### src/rtl/pps_pkg.sv
package pps_pkg;
    localparam int PRIO_W  = 8;
    localparam int ID_W    = 10;
    localparam int LIMIT_W = PRIO_W + 1;
    localparam logic [ID_W-1:0] SPUR_ID = {ID_W{1'b1}};

    typedef logic [PRIO_W-1:0]  prio_t;
    typedef logic [LIMIT_W-1:0] limit_t;
    typedef logic [ID_W-1:0]    id_t;

    typedef struct packed {
        logic  vld;
        prio_t prio;
        id_t   id;
    } cand_t;

    typedef struct packed {
        id_t  id;
        logic req;
    } out_t;
endpackage

### src/rtl/pps_leaf.sv
module pps_leaf
    import pps_pkg::*;
#(
    parameter int SRC_ID = 0
) (
    input  logic  en,
    input  logic  pend,
    input  prio_t prio,
    output cand_t cand
);
    always_comb begin
        cand.vld  = en & pend;
        cand.prio = prio;
        cand.id   = id_t'(SRC_ID);
    end
endmodule

### src/rtl/pps_pick.sv
module pps_pick
    import pps_pkg::*;
(
    input  cand_t lo,
    input  cand_t hi,
    output cand_t win
);
    logic take_hi;

    always_comb begin
        // lo covers the lower source numbers; hi only wins when strictly more urgent
        take_hi = hi.vld && (!lo.vld || (hi.prio < lo.prio));
        win     = take_hi ? hi : lo;
    end
endmodule

### src/rtl/pps_tree.sv
module pps_tree
    import pps_pkg::*;
#(
    parameter int NUM_SRC = 96
) (
    input  logic [NUM_SRC-1:0]        en,
    input  logic [NUM_SRC-1:0]        pend,
    input  logic [NUM_SRC*PRIO_W-1:0] prio,
    output cand_t                     best
);
    localparam int LVLS  = (NUM_SRC > 1) ? $clog2(NUM_SRC) : 1;
    localparam int NLEAF = 1 << LVLS;

    for (genvar l = 0; l <= LVLS; l++) begin : g_lvl
        localparam int WIDTH = NLEAF >> l;
        cand_t node [WIDTH];

        if (l == 0) begin : g_leaves
            for (genvar i = 0; i < NLEAF; i++) begin : g_leaf
                if (i < NUM_SRC) begin : g_real
                    pps_leaf #(.SRC_ID(i)) u_leaf (
                        .en   (en[i]),
                        .pend (pend[i]),
                        .prio (prio[i*PRIO_W +: PRIO_W]),
                        .cand (node[i])
                    );
                end else begin : g_pad
                    pps_leaf #(.SRC_ID(i)) u_leaf (
                        .en   (1'b0),
                        .pend (1'b0),
                        .prio ({PRIO_W{1'b1}}),
                        .cand (node[i])
                    );
                end
            end
        end else begin : g_merge
            for (genvar k = 0; k < WIDTH; k++) begin : g_node
                pps_pick u_pick (
                    .lo  (g_lvl[l-1].node[2*k]),
                    .hi  (g_lvl[l-1].node[2*k+1]),
                    .win (node[k])
                );
            end
        end
    end

    assign best = g_lvl[LVLS].node[0];
endmodule

### src/rtl/pending_prio_sel.sv
module pending_prio_sel
    import pps_pkg::*;
#(
    parameter int NUM_SRC = 96
) (
    input  logic                      clk,
    input  logic                      rst_n,
    input  logic                      dist_en,
    input  logic                      cpu_en,
    input  logic [NUM_SRC-1:0]        src_enable,
    input  logic [NUM_SRC-1:0]        src_pending,
    input  logic [NUM_SRC*PRIO_W-1:0] src_prio,
    input  logic [LIMIT_W-1:0]        prio_mask,
    input  logic [LIMIT_W-1:0]        run_prio,
    output logic [ID_W-1:0]           cur_id,
    output logic                      irq_req
);
    cand_t  best;
    out_t   out_d, out_q;
    limit_t best_ext;

    pps_tree #(.NUM_SRC(NUM_SRC)) u_tree (
        .en   (src_enable),
        .pend (src_pending),
        .prio (src_prio),
        .best (best)
    );

    always_comb begin
        best_ext  = {1'b0, best.prio};
        out_d.id  = SPUR_ID;
        out_d.req = 1'b0;
        if (dist_en && cpu_en && best.vld && (best_ext <= prio_mask)) begin
            out_d.id  = best.id;
            out_d.req = (best_ext < run_prio);
        end
    end

    always_ff @(posedge clk or negedge rst_n) begin
        if (!rst_n) begin
            out_q.id  <= SPUR_ID;
            out_q.req <= 1'b0;
        end else begin
            out_q <= out_d;
        end
    end

    assign cur_id  = out_q.id;
    assign irq_req = out_q.req;
endmodule

### config.mk
export PLATFORM = sky130hd
export DESIGN_NAME = pending_prio_sel
export DESIGN_NICKNAME = d
export VERILOG_FILES = /design/src/rtl/pps_pkg.sv /design/src/rtl/pps_leaf.sv /design/src/rtl/pps_pick.sv /design/src/rtl/pps_tree.sv /design/src/rtl/pending_prio_sel.sv
export SDC_FILE = /design/constraint.sdc
export NUM_CORES = 2
export LEC_CHECK = 0
export BUFFER_PORTS_ARGS = -buffer_cell sky130_fd_sc_hd__clkbuf_2
export CORE_AREA = 3 3 389 391
export CTS_CLUSTER_DIAMETER = 150
export DETAILED_ROUTE_END_ITERATION = 7
export DIE_AREA = 0 0 392 394
export GPL_TIMING_DRIVEN = 1
export PLACE_DENSITY = 0.37
export SLEW_MARGIN = 0
export SYNTH_ARGS = -nofsm -noshare
export SYNTH_HDL_FRONTEND = slang
export SYNTH_SLANG_ARGS = --single-unit
### constraint.sdc
create_clock -name clk -period 1.6 [get_ports clk]
set_input_delay 0 -clock clk [delete_from_list [all_inputs] [get_ports clk]]
set_output_delay 0 -clock clk [all_outputs]
set_load 0.02 [all_outputs]
# Word-level counts from Yosys, hierarchy flattened
# Cells that the tools add are included.
# totals
ff_bits	11
in_bits	982
output_inout_bits	11
# classes
magnitude_cmp	97
muxes	96
bitwise_logic	96
reduce_logical	288
# ops
cell	count
$mux W19	95
$lt A8 B8 Y1	95
$logic_and A1 B1 Y1	98
$and A1 B1 Y1	96
$logic_not A1 Y1	95
$logic_or A1 B1 Y1	95
$mux W11	1
$le A8 B9 Y1	1
$lt A8 B9 Y1	1

# Logic depth before layout (Yosys ltp)
# depth
word_depth	32
depth_mapped	89

# Cells and area by module
# A second synthesis with hierarchy kept.
# unflattened
cells_unflattened	8607
hier_area_um2	80908.8
# modules_own_cells
module	n_inst	cells_each	area_per_inst_um2
pps_pick at u_tree.g_lvl[1].g_merge.g_node[0].u_pick ...	100	46	480.5
pps_leaf at u_tree.g_lvl[0].g_leaves.g_leaf[100].g_pad.u_leaf ...	127	21	148.9
pps_pick at u_tree.g_lvl[3].g_merge.g_node[13].u_pick ...	27	46	483.0
pending_prio_sel	1	76	760.7
pps_leaf at u_tree.g_lvl[0].g_leaves.g_leaf[0].g_real.u_leaf	1	20	145.1
pps_tree	1	2	7.5

# Least setup slack after synthesis
# OpenSTA, ideal clock, no wires.
# synth_path
path_type	input -> register
from	in src_prio[465]
to	reg out_q (netlist bit cur_id[6])
arrival_ns	14.072
required_time_ns	1.516
setup_slack_ns	-12.557
stages	87
n_path_buf	9
path_cell_list	clkbuf_1 > inv_1 > ha_1 > or4_1 > a21oi_2 > nor3b_1 > or2_0 > buf_2 > buf_2 > mux2_2 > ha_1 > nand4_1 > nor2_1 > nand2_1 > or3_1 > a21oi_1 > o221ai_1 > nand2_1 > (+51 left out) > o21ai_1 > a21oi_4 > buf_2 > nand2_1 > o21ai_0 > ha_1 > nor2b_1 > o21a_1 > o21ai_0 > nand2b_1 > a21oi_1 > nor2b_1 > o21ai_0 > nand2b_1 > a21oi_1 > or3_1 > o2111ai_1 > or2_2
# synth_rtl
element	line_no	source
start, declared	pending_prio_sel.sv:12	input logic [NUM_SRC*PRIO_W-1:0] src_prio,
end signal, assigned	pending_prio_sel.sv:44	out_q <= out_d;
end, declared	pending_prio_sel.sv:19	out_t out_d, out_q;

==> reports/summary.txt <==
Avg WL per Cell: 17.8 um
Buf/Inv on CP: 13
vias in the first global route: 45244
die area: 0.154 mm2
cell area after synthesis: 0.0304 mm2
CTS tree: done
First-pass DRT Iterations: 5
Placement Rows: 141
Yosys Warn Count: 0
Starting Density: 20.5%
Core ar.: 0.148 mm2
Required @ worst endpoint: 1.75 ns
post-synth cell types: 96
RSZ-0062 raised after global routing: true
most common cell after layout, fill and taps aside: buf_4
Slew @ Worst Pin: 0.764 ns
Layout area overhead: 96.3%
gr usage total: 21.4%
initial antenna violation count: 38
clock buffer depth: 2
Max IR drop VDD: 3530 uV
GR Layer Usage met2: 40.5%
max-cap violations: 0
GR Layer Usage met3: 2.62%
relative slew slack: 48.6%
first-pass GRT wire length: 259 mm
sequential share of the synthesized area: 0.774%
Placed Area: 0.0550 mm2
syn nets: 6109
Post-synth EDFFs: 0
DR vias/cell: 4.57
crit path DAT: 12.61 ns
Final Hold Viols: 0
post-synthesis async set-or-reset flop share: 100%
highest clock rate: 80.3 MHz
final WL: 175 mm
Worst-path clk slew: 0.04 ns
synthesized flop and latch total: 9
Mapped Avg Cell Area: 6.79 um2
HP Start: dist_en
Fin Hold WS: 0.163 ns
GR peak layer: met2
synth top area cells: ha_1, mux2i_1, a21oi_1
Final min period: 12.45 ns
via count: 45022
Placer Congestion: 0.979
fill cell count: 15750
Crit Path Category: in2reg
DRT iter0 DRCs: 1744
total power: 0.0833 W
endpoints failing setup: 9
max-slew violation count: 0
Die H: 394 um
final setup margin: -10.85 ns
Residual DRC: 0
PortBufs: 992
Congestion Overflow GR: 0
number of nets with antenna violations after routing: 0
area share of the largest cell type after synthesis: 26.8%
path type of the worst min-delay path: in2reg
met1 usage: 26.0%
io pins: 993
most frequent cells in the layout: buf_4, clkbuf_2, ha_1
Lkg Pwr: 32.8 nW
slowest CP cell: mux2_4
violated checks: setup timing
layout cells sized above 1: 52.0%
Post-Synthesis Cells: 4476
Critical Path End Type: flop
ys flop type: dfstp_2
H-tree depth: 1
Worst path max stage delay: 0.38 ns
Final Cycle Share: 778%
Worst Hold End: irq_req
largest area contributor in the netlist: ha_1
number of buffers created by CTS: 3
final instance area: 0.0596 mm2
crit-path leading delay family: compound AO/OA/AOI/OAI gates
die width: 392 um
clock sink count: 9
setup TNS: -97.03 ns
largest net degree at the start of global routing: 15
startpoint class of the critical path: primary input
status: finished with violations
CP Max Fanout: 7
hpwl dp: 159 mm
root buffer cell: clkbuf_16
PwrDens: 1400 mW/mm2
cell count of the worst hold path: 3
final-stage net count: 9526
## report_power, final
group          switching [W]  internal, W  total [W]
logic                 0.0384       0.0441     0.0825
clock network       0.000101     0.000332   0.000433
registers          0.0000885     0.000358   0.000447
total                 0.0386       0.0448     0.0833
## how the worst max path moves through the flow
stage                              from   endpoint  slack [ns]  cells after the start
after floorplan           src_prio[465]  cur_id[3]      -11.13                     86
after global placement    src_prio[405]  cur_id[3]      -12.40                     79
after detailed placement  src_prio[405]  cur_id[3]      -12.64                     78
after CTS                 src_prio[467]  cur_id[3]      -10.65                     81
after global routing      src_prio[117]  cur_id[3]      -11.61                     74
final                     src_prio[210]  cur_id[3]      -10.85                     81
## synthesized netlist by cell type (34+ instances only)
cell	number
ha_1	651
inv_1	543
a21oi_1	444
nand2_1	437
nor2_1	391
o21ai_0	275
mux2i_1	254
a21o_1	149
nand3_1	109
mux2_2	107
nand4_1	92
clkbuf_1	66
nand2b_1	64
o211ai_1	60
nor3_1	56
o21a_1	52
a211oi_1	48
and2_1	47
a211o_1	44
and3_1	44
a31oi_1	40
nor2b_1	36
a22oi_1	34
## sequential cells by signal (all words and copies together) (netlist names)
name     count
cur_id       8
irq_req      1
## stage by stage
stage	util, %	std cells	worst slack, ns
2_1_floorplan	-	4476	-11.13
3_3_place_gp	37.2	9597	-12.40
3_5_place_dp	37.2	9597	-12.64
4_1_cts	39.1	9765	-10.65
5_1_grt	40.3	9830	-11.61
6_report	40.3	9849	-10.85
## cell type report
class                   count  area (um2)  share of cell area [%]
flip-flops and latches      9         235                   0.395
well taps                1930        2410                    4.05
multi-input cells        3839       30700                    51.5
inverters                 543        2040                    3.43
repair buffers           3497       24100                    40.4
diodes                     27        67.6                   0.113
clock buffers               4        78.8                   0.132
## worst min-delay path, delay by kind of cell
family	cells	cell delay [ns]
buffers and inverters	1	0.15
and+or+nand+nor	1	0.05
AOI/OAI and AO/OA	1	0.15
## per-layer routing
metal / routed length, um / part of all wire [%]
met5: 140 / 0.080
met4: 3030 / 1.7
met3: 7450 / 4.2
met2: 89600 / 51
met1: 75100 / 43
## timing repair
action,in CTS,in global routing
pin swaps,118,129
hold endpoints to repair,9,0
cloned,7,1
setup buffers,156,59
gates resized for setup,309,293
hold buffers,1,0
endpoints found under the setup margin,9,9
## cell families (layout without fill, tap and decap cells)
| kind of cell | count (synthesis) | in the layout | synth area share [%] |
|---|---|---|---|
| compound gates | 1434 | 1438 | 30.7 |
| simple gates | 1380 | 1383 | 21.2 |
| fa+ha+maj | 657 | 657 | 27.0 |
| buf+inv | 635 | 4044 | 7.97 |
| mux | 361 | 361 | 12.3 |
| flops | 9 | 9 | 0.774 |
| other cells | 0 | 27 | 0 |
Note: power is estimated with default switching activity, not from simulation.
